==> src/rtl/raster_pkg.sv <==
package raster_pkg;
  localparam int CNT_W = 12;
  typedef logic [CNT_W-1:0] cnt_t;

  typedef struct packed {
    cnt_t       htotal;
    cnt_t       hdisp;
    cnt_t       hss;
    cnt_t       hse;
    cnt_t       vtotal;
    cnt_t       vbs;
    cnt_t       vbe;
    cnt_t       vss;
    cnt_t       vse;
    logic [1:0] fs_dly;
  } mode_t;

  typedef enum logic [3:0] {
    W_HTOTAL = 4'd0, W_HDISP, W_HSS, W_HSE, W_VTOTAL,
    W_VBS, W_VBE, W_VSS, W_VSE, W_FSDLY
  } wr_sel_e;

  typedef enum logic [2:0] {
    R_PIX_LO = 3'd0, R_FRAME_HI, R_SCAN, R_TSTAMP, R_FRAME
  } rd_sel_e;
endpackage

==> src/rtl/raster_mode_regs.sv <==
module raster_mode_regs
  import raster_pkg::*;
#(
  parameter mode_t RESET_MODE = '0
) (
  input  logic             clk,
  input  logic             rst,
  input  logic             wr_en,
  input  logic [3:0]       wr_addr,
  input  logic [CNT_W-1:0] wr_data,
  input  logic             latch_i,
  output mode_t            act_o
);
  mode_t shadow_q;
  mode_t act_q;

  always_ff @(posedge clk) begin
    if (rst) begin
      shadow_q <= RESET_MODE;
      act_q    <= RESET_MODE;
    end else begin
      if (latch_i) act_q <= shadow_q;
      if (wr_en) begin
        case (wr_sel_e'(wr_addr))
          W_HTOTAL: shadow_q.htotal <= wr_data;
          W_HDISP:  shadow_q.hdisp  <= wr_data;
          W_HSS:    shadow_q.hss    <= wr_data;
          W_HSE:    shadow_q.hse    <= wr_data;
          W_VTOTAL: shadow_q.vtotal <= wr_data;
          W_VBS:    shadow_q.vbs    <= wr_data;
          W_VBE:    shadow_q.vbe    <= wr_data;
          W_VSS:    shadow_q.vss    <= wr_data;
          W_VSE:    shadow_q.vse    <= wr_data;
          W_FSDLY:  shadow_q.fs_dly <= wr_data[1:0];
          default:  ;
        endcase
      end
    end
  end

  assign act_o = act_q;

  // live timing only moves on the vblank latch
  p_mode_hold_r9: assert property (@(posedge clk) disable iff (rst)
    !latch_i |=> $stable(act_q));
endmodule

==> src/rtl/raster_hv_counter.sv <==
module raster_hv_counter
  import raster_pkg::*;
#(
  parameter int PIX_W = 2 * CNT_W
) (
  input  logic             clk,
  input  logic             rst,
  input  cnt_t             htotal,
  input  cnt_t             vtotal,
  output cnt_t             h_o,
  output cnt_t             l_o,
  output logic [PIX_W-1:0] pix_o
);
  cnt_t h_q, l_q;
  logic [PIX_W-1:0] pix_q;
  logic end_h, end_v;

  assign end_h = (h_q >= htotal - cnt_t'(1));
  assign end_v = (l_q >= vtotal - cnt_t'(1));

  always_ff @(posedge clk) begin
    if (rst) begin
      h_q   <= '0;
      l_q   <= '0;
      pix_q <= '0;
    end else begin
      h_q   <= end_h ? '0 : h_q + cnt_t'(1);
      if (end_h) l_q <= end_v ? '0 : l_q + cnt_t'(1);
      pix_q <= (end_h && end_v) ? '0 : pix_q + PIX_W'(1);
    end
  end

  assign h_o   = h_q;
  assign l_o   = l_q;
  assign pix_o = pix_q;

  // the line index only moves when a new line begins
  p_line_at_wrap_r2: assert property (@(posedge clk) disable iff (rst)
    (l_q != $past(l_q)) |-> (h_q == '0));
  // pixel count is zero at the frame origin
  p_pix_origin_r7: assert property (@(posedge clk) disable iff (rst)
    (h_q == '0 && l_q == '0) |-> (pix_q == '0));
endmodule

==> src/rtl/raster_event_gen.sv <==
module raster_event_gen
  import raster_pkg::*;
#(
  parameter int FC_W = 24,
  parameter int TS_W = 32
) (
  input  logic            clk,
  input  logic            rst,
  input  cnt_t            h,
  input  cnt_t            l,
  input  cnt_t            hdisp,
  input  cnt_t            hss,
  input  cnt_t            hse,
  input  cnt_t            vtotal,
  input  cnt_t            vbs,
  input  cnt_t            vbe,
  input  cnt_t            vss,
  input  cnt_t            vse,
  input  logic [1:0]      fs_dly,
  output logic            latch_o,
  output logic            hsync_o,
  output logic            vsync_o,
  output logic            active_o,
  output logic            vblank_o,
  output logic            vbl_stb_o,
  output logic            fs_stb_o,
  output logic            vs_stb_o,
  output cnt_t            scan_o,
  output logic [FC_W-1:0] frame_o,
  output logic [TS_W-1:0] ts_lat_o
);
  logic tick, vbl_ev, vs_on, vs_off, fs_ev;
  logic [CNT_W:0] fs_sum;
  cnt_t fs_line;

  assign tick   = (h == hss);
  assign vbl_ev = tick && (l == vbs - cnt_t'(1));
  assign vs_on  = tick && (l == vss - cnt_t'(1));
  assign vs_off = tick && (l == vse - cnt_t'(1));
  assign fs_sum = {1'b0, vbs} + {{(CNT_W-1){1'b0}}, fs_dly};
  assign fs_line = (fs_sum >= {1'b0, vtotal}) ? cnt_t'(fs_sum - {1'b0, vtotal})
                                              : fs_sum[CNT_W-1:0];
  assign fs_ev  = (h == hdisp) && (l == fs_line);
  assign latch_o = vbl_ev;

  logic hs_q, vs_q, act_q, vb_q, vbl_q, fs_q, vss_q;
  cnt_t scan_q;
  logic [FC_W-1:0] frame_q;
  logic [TS_W-1:0] ts_q, ts_lat_q;

  always_ff @(posedge clk) begin
    if (rst) begin
      hs_q <= 1'b0; vs_q <= 1'b0; act_q <= 1'b0; vb_q <= 1'b0;
      vbl_q <= 1'b0; fs_q <= 1'b0; vss_q <= 1'b0;
      scan_q <= '0; frame_q <= '0; ts_q <= '0; ts_lat_q <= '0;
    end else begin
      hs_q  <= (h >= hss) && (h < hse);
      act_q <= (h < hdisp) && (l < vbs);
      vb_q  <= (l >= vbs) && (l < vbe);
      vbl_q <= vbl_ev;
      fs_q  <= fs_ev;
      vss_q <= vs_on;
      if (vs_on)       vs_q <= 1'b1;
      else if (vs_off) vs_q <= 1'b0;
      if (tick) scan_q <= l;
      ts_q <= ts_q + TS_W'(1);
      if (vbl_ev) begin
        frame_q  <= frame_q + FC_W'(1);
        ts_lat_q <= ts_q;
      end
    end
  end

  assign hsync_o   = hs_q;
  assign vsync_o   = vs_q;
  assign active_o  = act_q;
  assign vblank_o  = vb_q;
  assign vbl_stb_o = vbl_q;
  assign fs_stb_o  = fs_q;
  assign vs_stb_o  = vss_q;
  assign scan_o    = scan_q;
  assign frame_o   = frame_q;
  assign ts_lat_o  = ts_lat_q;

  // vblank strobe lasts one cycle
  p_vbl_one_cycle_r4: assert property (@(posedge clk) disable iff (rst)
    vbl_q |=> !vbl_q);
  // frame counter steps with the vblank strobe
  p_frame_step_r4: assert property (@(posedge clk) disable iff (rst)
    $rose(vbl_q) |-> (frame_q == $past(frame_q) + FC_W'(1)));
  // timestamp copy is the free-running count before the edge
  p_ts_capture_r8: assert property (@(posedge clk) disable iff (rst)
    vbl_q |-> (ts_lat_q == $past(ts_q)));
  // scanline only moves at the leading edge of hsync
  p_scan_on_hsync_r3: assert property (@(posedge clk) disable iff (rst)
    (scan_q != $past(scan_q)) |-> $rose(hs_q));
endmodule

==> src/rtl/raster_read_port.sv <==
module raster_read_port
  import raster_pkg::*;
#(
  parameter int PIX_W = 2 * CNT_W,
  parameter int FC_W  = 24,
  parameter int TS_W  = 32
) (
  input  logic             clk,
  input  logic             rst,
  input  logic             rd_en,
  input  logic [2:0]       rd_addr,
  input  logic [PIX_W-1:0] pix,
  input  logic [FC_W-1:0]  frame,
  input  cnt_t             scan,
  input  logic [TS_W-1:0]  ts_lat,
  output logic [31:0]      rd_data
);
  logic [FC_W-1:0] hold_q;
  logic [31:0]     data_q;

  always_ff @(posedge clk) begin
    if (rst) begin
      hold_q <= '0;
      data_q <= '0;
    end else if (rd_en) begin
      case (rd_sel_e'(rd_addr))
        R_PIX_LO: begin
          data_q <= 32'(pix);
          hold_q <= frame;
        end
        R_FRAME_HI: data_q <= 32'(hold_q);
        R_SCAN:     data_q <= 32'(scan);
        R_TSTAMP:   data_q <= 32'(ts_lat);
        R_FRAME:    data_q <= 32'(frame);
        default:    data_q <= '0;
      endcase
    end
  end

  assign rd_data = data_q;

  // read data holds without a request
  p_rd_quiet_r11: assert property (@(posedge clk) disable iff (rst)
    !rd_en |=> $stable(data_q));
endmodule

==> src/rtl/raster_timing_gen.sv <==
module raster_timing_gen
  import raster_pkg::*;
#(
  parameter int FC_W    = 24,
  parameter int TS_W    = 32,
  parameter int H_TOTAL = 16,
  parameter int H_DISP  = 8,
  parameter int H_SS    = 10,
  parameter int H_SE    = 12,
  parameter int V_TOTAL = 7,
  parameter int V_BS    = 4,
  parameter int V_BE    = 7,
  parameter int V_SS    = 5,
  parameter int V_SE    = 6,
  parameter int FS_DLY  = 0
) (
  input  logic             clk,
  input  logic             rst,
  input  logic             wr_en,
  input  logic [3:0]       wr_addr,
  input  logic [CNT_W-1:0] wr_data,
  input  logic             rd_en,
  input  logic [2:0]       rd_addr,
  output logic [31:0]      rd_data,
  output logic             hsync_o,
  output logic             vsync_o,
  output logic             active_o,
  output logic             vblank_o,
  output logic             vbl_stb_o,
  output logic             fs_stb_o,
  output logic             vs_stb_o
);
  localparam int PIX_W = 2 * CNT_W;
  localparam mode_t RESET_MODE = '{
    htotal: cnt_t'(H_TOTAL), hdisp: cnt_t'(H_DISP), hss: cnt_t'(H_SS),
    hse: cnt_t'(H_SE), vtotal: cnt_t'(V_TOTAL), vbs: cnt_t'(V_BS),
    vbe: cnt_t'(V_BE), vss: cnt_t'(V_SS), vse: cnt_t'(V_SE),
    fs_dly: 2'(FS_DLY)};

  mode_t m;
  logic latch;
  cnt_t h, l, scan;
  logic [PIX_W-1:0] pix;
  logic [FC_W-1:0]  frame;
  logic [TS_W-1:0]  ts_lat;

  raster_mode_regs #(.RESET_MODE(RESET_MODE)) u_regs (
    .clk(clk), .rst(rst), .wr_en(wr_en), .wr_addr(wr_addr),
    .wr_data(wr_data), .latch_i(latch), .act_o(m));

  raster_hv_counter #(.PIX_W(PIX_W)) u_hv (
    .clk(clk), .rst(rst), .htotal(m.htotal), .vtotal(m.vtotal),
    .h_o(h), .l_o(l), .pix_o(pix));

  raster_event_gen #(.FC_W(FC_W), .TS_W(TS_W)) u_evt (
    .clk(clk), .rst(rst), .h(h), .l(l),
    .hdisp(m.hdisp), .hss(m.hss), .hse(m.hse), .vtotal(m.vtotal),
    .vbs(m.vbs), .vbe(m.vbe), .vss(m.vss), .vse(m.vse), .fs_dly(m.fs_dly),
    .latch_o(latch), .hsync_o(hsync_o), .vsync_o(vsync_o),
    .active_o(active_o), .vblank_o(vblank_o), .vbl_stb_o(vbl_stb_o),
    .fs_stb_o(fs_stb_o), .vs_stb_o(vs_stb_o), .scan_o(scan),
    .frame_o(frame), .ts_lat_o(ts_lat));

  raster_read_port #(.PIX_W(PIX_W), .FC_W(FC_W), .TS_W(TS_W)) u_rd (
    .clk(clk), .rst(rst), .rd_en(rd_en), .rd_addr(rd_addr), .pix(pix),
    .frame(frame), .scan(scan), .ts_lat(ts_lat), .rd_data(rd_data));
endmodule

==> config.mk <==
export PLATFORM = sky130hd
export DESIGN_NAME = raster_timing_gen
export DESIGN_NICKNAME = d
export VERILOG_FILES = /design/src/rtl/raster_pkg.sv /design/src/rtl/raster_mode_regs.sv /design/src/rtl/raster_hv_counter.sv /design/src/rtl/raster_event_gen.sv /design/src/rtl/raster_read_port.sv /design/src/rtl/raster_timing_gen.sv
export SDC_FILE = /design/constraint.sdc
export NUM_CORES = 1
export LEC_CHECK = 0
export ABC_AREA = 0
export BUFFER_PORTS_ARGS = -buffer_cell sky130_fd_sc_hd__buf_4
export CAP_MARGIN = 5
export CORE_UTILIZATION = 50
export DETAILED_ROUTE_END_ITERATION = 10
export PLACE_DENSITY = 0.66
export SLEW_MARGIN = 20
export SYNTH_ARGS = -nofsm -noshare
export SYNTH_HDL_FRONTEND = slang
export SYNTH_SLANG_ARGS = --single-unit
==> constraint.sdc <==
create_clock -name clk -period 5.39 [get_ports clk]
set_input_delay 0 -clock clk [delete_from_list [all_inputs] [get_ports clk]]
set_output_delay 0 -clock clk [all_outputs]
set_load 0.03 [all_outputs]
==> results.rst <==
.. list-table::
   :header-rows: 1

   * - Metric
     - Value
   * - Run status
     - finished clean
   * - Fraction of the mapped netlist area in simple logic gates
     - 0.229
   * - Max transition margin
     - 0.282
   * - Clock-pin slew reported for the worst setup and hold paths after clock tree synthesis
     - 0.07 ns
   * - Die Height
     - 208 µm
   * - Startpoint class of the critical path
     - flop
   * - Setup slack of the worst register-to-register path
     - 1.31 ns
   * - Antenna diode count
     - 0
   * - TritonCTS Buffers
     - 47
   * - End of the worst hold path
     - u_regs.shadow_q[1]
   * - Main combinational cell family by area after synthesis
     - simple AND/OR/NAND/NOR gates
   * - Placed cell count
     - 3141
   * - Vias per std cell
     - 5.66
   * - Synthesized-area fraction occupied by xor and xnor cells
     - 0.0695
   * - Cell-by-cell listing of the critical path
     - ha_1 > inv_1 > fa_1 > nand2b_1 > nor2_1 > xnor2_1 > inv_1 > ha_1 > a21o_1 > or3_1 > o211ai_1 > a31o_2 > mux2i_1 > xnor2_1 > nand4_1 > a211oi_1
   * - Post-detailed-route wirelength per cell
     - 17.6 µm
   * - Count of nets left with antenna violations after detail routing
     - 0
   * - Data arrival time of the worst path
     - 4.59 ns
   * - Number of clock sinks
     - 431
   * - Prevailing post-synth register cell
     - sky130_fd_sc_hd__dfxtp_1
   * - Proportion of synthesized chip area in sequential cells
     - 0.405
   * - First-pass GRT wire length
     - 91700 µm
   * - Setup-violating endpoint count in the final report
     - 0
   * - Syn avg cell area
     - 7.97 µm²
   * - Terminus of the critical flop-to-flop path
     - u_evt.fs_stb_o
   * - WS Path Type
     - flop to flop
   * - Buffers inserted during post-CTS setup optimization
     - 0
   * - Worst-case vdd ir drop
     - 0.268 mV
   * - Number of enable-type register cells in the synthesized netlist
     - 0
   * - Layout filler cell count
     - 3881
   * - Post-detailed-placement cell area
     - 22100 µm²
   * - Endpoint kind of the worst setup timing path
     - flop
   * - Crit Reg-Reg Startpoint
     - u_regs.act_o[38]
   * - Routability congestion estimate from global placement
     - 0.880
   * - Reported max-cap violation count
     - 0
   * - Final slew viol count
     - 0
   * - Number of global-route vias before repair
     - 17.2k
   * - Cell area after technology mapping
     - 21300 µm²
   * - Root Buffer
     - sky130_fd_sc_hd__clkbuf_16
   * - Post-synthesis mux area share
     - 0.0418
   * - Port-buffer cells
     - 61
   * - Core region area
     - 41900 µm²
   * - Part of the cycle the worst path needs
     - 0.757
   * - Fraction of final layout cells sized beyond drive strength 1
     - 0.0690
   * - Leftover overflow at the end of global routing
     - 0
   * - Crit path required time
     - 5.90 ns
   * - Crit path buf inv count
     - 2
   * - Area taken by flip-flops and latches
     - 8630 µm²
   * - Compound-Gate Fraction of Synth Area
     - 0.140
   * - Crit path time final
     - 4.08 ns
   * - Proportion of synthesized flip-flops having asynchronous set or reset
     - 0
   * - Pwr/cell area
     - 285 nW/µm²
   * - Total global-route track usage
     - 0.261
   * - First drt pass iteration count
     - 5
   * - Number of antenna violations at the first check in global routing
     - 1
   * - Static Leak
     - 9.34 nW
   * - Highest fanout seen on the critical path
     - 11
   * - Deepest level of the CTS H-tree
     - 2
   * - Starting density of the core
     - 0.508
   * - Setup slack after placement
     - 1.10 ns
   * - Sum of routed wire length over all layers
     - 57000 µm
   * - Gate Count Post-Synth
     - 2674
   * - Final number of hold-violating endpoints
     - 0
   * - Number of nets at the end of the flow
     - 2804
   * - Largest clock skew in the final design
     - 0.0363 ns
   * - Unrepaired setup endpoints after global routing
     - no
   * - Tightest Pin Transition
     - 1.08 ns
   * - Cell area after layout
     - 23900 µm²
   * - Die X
     - 208 µm
   * - Buffer depth of the longest clock path
     - 3
   * - Multi-input logic area
     - 11600 µm²
   * - Worst setup slack after layout
     - 1.31 ns
   * - Total negative slack
     - 0 ns
   * - Worst Hold Depth
     - 5
   * - Drt first-iter violations
     - 1375
   * - DRC Markers
     - 0
   * - Distinct cells, synth
     - 63
   * - Seq cells post-synth
     - 431
   * - Number of standard cells in the layout, taps in and fillers out
     - 3248
   * - Vias after detailed routing
     - 18.4k
   * - Length in cells of the worst reg-to-reg path
     - 16
   * - Clock insertion delay at the later pin of the skew report
     - 0.59 ns
   * - Pin count of the biggest net entering global routing
     - 105
   * - Worst Min Path Start
     - wr_addr[3]
   * - Top Family by Delay on Critical Path
     - adder cells
   * - Number of I/O pins
     - 62
   * - Hpwl dp
     - 37700 µm
   * - Highest achievable clock rate
     - 245 MHz
   * - Layout-stage area growth over the synthesis result
     - 12.3%
   * - Worst hold-check path type
     - primary input to flop
   * - Number of nets in the synthesized netlist
     - 2805
   * - Die area
     - 43500 µm²
   * - Delay contributed by the slowest stage of the critical path
     - 0.45 ns
   * - Adder-Cell Fraction of Synth Area
     - 0.0641
   * - Warnings, synthesis
     - 0
   * - CTS tree
     - done
   * - Number of placement rows
     - 75
   * - Cell at the slowest stage of the critical path
     - sky130_fd_sc_hd__dfxtp_1
[state kept, by name, indices dropped and copies added, names as in the netlist, 24 cells and up]
signal and flops:
u_evt.frame_o 24, u_evt.ts_lat_o 32, u_evt.ts_q 32, u_hv.pix_o 24, u_rd.hold_q 24, u_rd.rd_data 32, u_regs.act_o 110, u_regs.shadow_q 110
[placed cells by master (no fill, tap or decap), types with 8 or more instances in the layout]
master / instances
sky130_fd_sc_hd__clkbuf_16: 48
sky130_fd_sc_hd__a211oi_1: 17
sky130_fd_sc_hd__mux2i_1: 89
sky130_fd_sc_hd__a21oi_1: 301
sky130_fd_sc_hd__nand2b_1: 17
sky130_fd_sc_hd__clkbuf_1: 10
sky130_fd_sc_hd__nor4_1: 19
sky130_fd_sc_hd__xnor2_1: 91
sky130_fd_sc_hd__buf_4: 93
sky130_fd_sc_hd__dlygate4sd3_1: 21
sky130_fd_sc_hd__o21a_1: 8
sky130_fd_sc_hd__dfxtp_1: 431
sky130_fd_sc_hd__and2_1: 15
sky130_fd_sc_hd__a22oi_1: 11
sky130_fd_sc_hd__a21o_1: 30
sky130_fd_sc_hd__o22ai_1: 13
sky130_fd_sc_hd__clkbuf_8: 13
sky130_fd_sc_hd__nor2b_1: 50
sky130_fd_sc_hd__or3_1: 12
sky130_fd_sc_hd__inv_1: 110
sky130_fd_sc_hd__o21ai_0: 48
sky130_fd_sc_hd__nand3b_1: 13
sky130_fd_sc_hd__ha_1: 106
sky130_fd_sc_hd__and3_1: 33
sky130_fd_sc_hd__nand3_1: 47
sky130_fd_sc_hd__nand4_1: 46
sky130_fd_sc_hd__and4_1: 11
sky130_fd_sc_hd__nor3_1: 29
sky130_fd_sc_hd__a31oi_1: 8
sky130_fd_sc_hd__xor2_1: 78
sky130_fd_sc_hd__o211ai_1: 19
sky130_fd_sc_hd__a211o_1: 13
sky130_fd_sc_hd__nor2_1: 264
sky130_fd_sc_hd__nand2_1: 508
[repair_timing]
action,in CTS,in global routing
hold buffers,21,0
hold endpoints to repair,173,0
resized for setup,0,0
[per-layer routing]
| layer | vias up | global-route usage | share of wire | wire [µm] |
|---|---|---|---|---|
| li1 | 9038 | - | - | - |
| met1 | 8795 | 0.363 | 0.47 | 26600 |
| met2 | 438 | 0.415 | 0.45 | 25700 |
| met3 | 109 | 0.0349 | 0.052 | 2950 |
| met4 | 0 | 0.0886 | 0.030 | 1740 |
| met5 | - | 0 | 0 | 0 |
[through the flow]
step	hold slack, ns	utilization	total power, mW
final	0.0230	0.571	6.82
after global routing	0.0569	0.571	7.04
after CTS	0.00231	0.570	6.88
after detailed placement	0.348	0.526	3.54
after global placement	0.348	0.526	3.53
after floorplan	0.121	-	3.46
[final cells by class]
| class | count | area share |
|---|---|---|
| well taps | 539 | 0.0282 |
| flip-flops and latches | 431 | 0.361 |
| clock buffers | 71 | 0.0592 |
| clock inverters | 14 | 0.00810 |
| inverters | 111 | 0.0174 |
| multi-input cells | 1965 | 0.487 |
| repair buffers | 117 | 0.0399 |
[synthesized netlist by cell type, types with 30 or more instances]
cell | number | area (µm²)
sky130_fd_sc_hd__and3_1 | 33 | 206
sky130_fd_sc_hd__mux2i_1 | 89 | 891
sky130_fd_sc_hd__nor2b_1 | 50 | 313
sky130_fd_sc_hd__nand4_1 | 46 | 288
sky130_fd_sc_hd__a21o_1 | 30 | 225
sky130_fd_sc_hd__nand3_1 | 48 | 240
sky130_fd_sc_hd__xor2_1 | 78 | 683
sky130_fd_sc_hd__clkbuf_1 | 138 | 518
sky130_fd_sc_hd__nor2_1 | 266 | 998
sky130_fd_sc_hd__a21oi_1 | 301 | 1510
sky130_fd_sc_hd__nor3_1 | 30 | 150
sky130_fd_sc_hd__xnor2_1 | 91 | 797
sky130_fd_sc_hd__nand2_1 | 508 | 1910
sky130_fd_sc_hd__dfxtp_1 | 431 | 8630
sky130_fd_sc_hd__ha_1 | 106 | 1330
sky130_fd_sc_hd__o21ai_0 | 48 | 240
sky130_fd_sc_hd__inv_1 | 110 | 413
[worst register-to-register path: cells and delay by family (launching register included)]
kind / cells / cell delay (ns)
buffers and inverters: 2 / 0.18
multiplexers: 1 / 0.25
XOR/XNOR: 2 / 0.32
AO/OA/AOI/OAI: 4 / 0.99
AND/OR/NAND/NOR: 4 / 0.81
adder cells (fa/ha/maj): 3 / 1.01
flip-flops: 1 / 0.45
[how the worst max path moves through the flow]
| stage | startpoint | endpoint | slack (ns) | depth (start not counted) |
|---|---|---|---|---|
| 6_report | u_regs.act_o[38] | u_evt.fs_stb_o | 1.31 | 16 |
| 5_1_grt | u_regs.act_o[38] | u_evt.fs_stb_o | 1.08 | 16 |
| 4_1_cts | u_hv.h_o[9] | u_evt.frame_o[10] | 1.10 | 10 |
| 3_5_place_dp | u_hv.h_o[9] | u_evt.frame_o[10] | 1.10 | 10 |
| 3_3_place_gp | u_hv.h_o[9] | u_evt.frame_o[12] | 1.31 | 10 |
| 2_1_floorplan | u_regs.act_o[38] | u_evt.fs_stb_o | 1.60 | 17 |
[kinds of logic after synthesis]
kind of cell,count (synthesis)
buffers and inverters,278
adders and majority gates,108
and+or+nand+nor,1092
muxes,89
xor gates and xnor gates,169
DFF,431
AOI/OAI and AO/OA,507
[power by group]
part           internal (mW)  switching, mW
clock network           2.01           1.33
registers               3.21         0.0294
logic                 0.0735          0.168
Power figures use the tool's default switching activity.
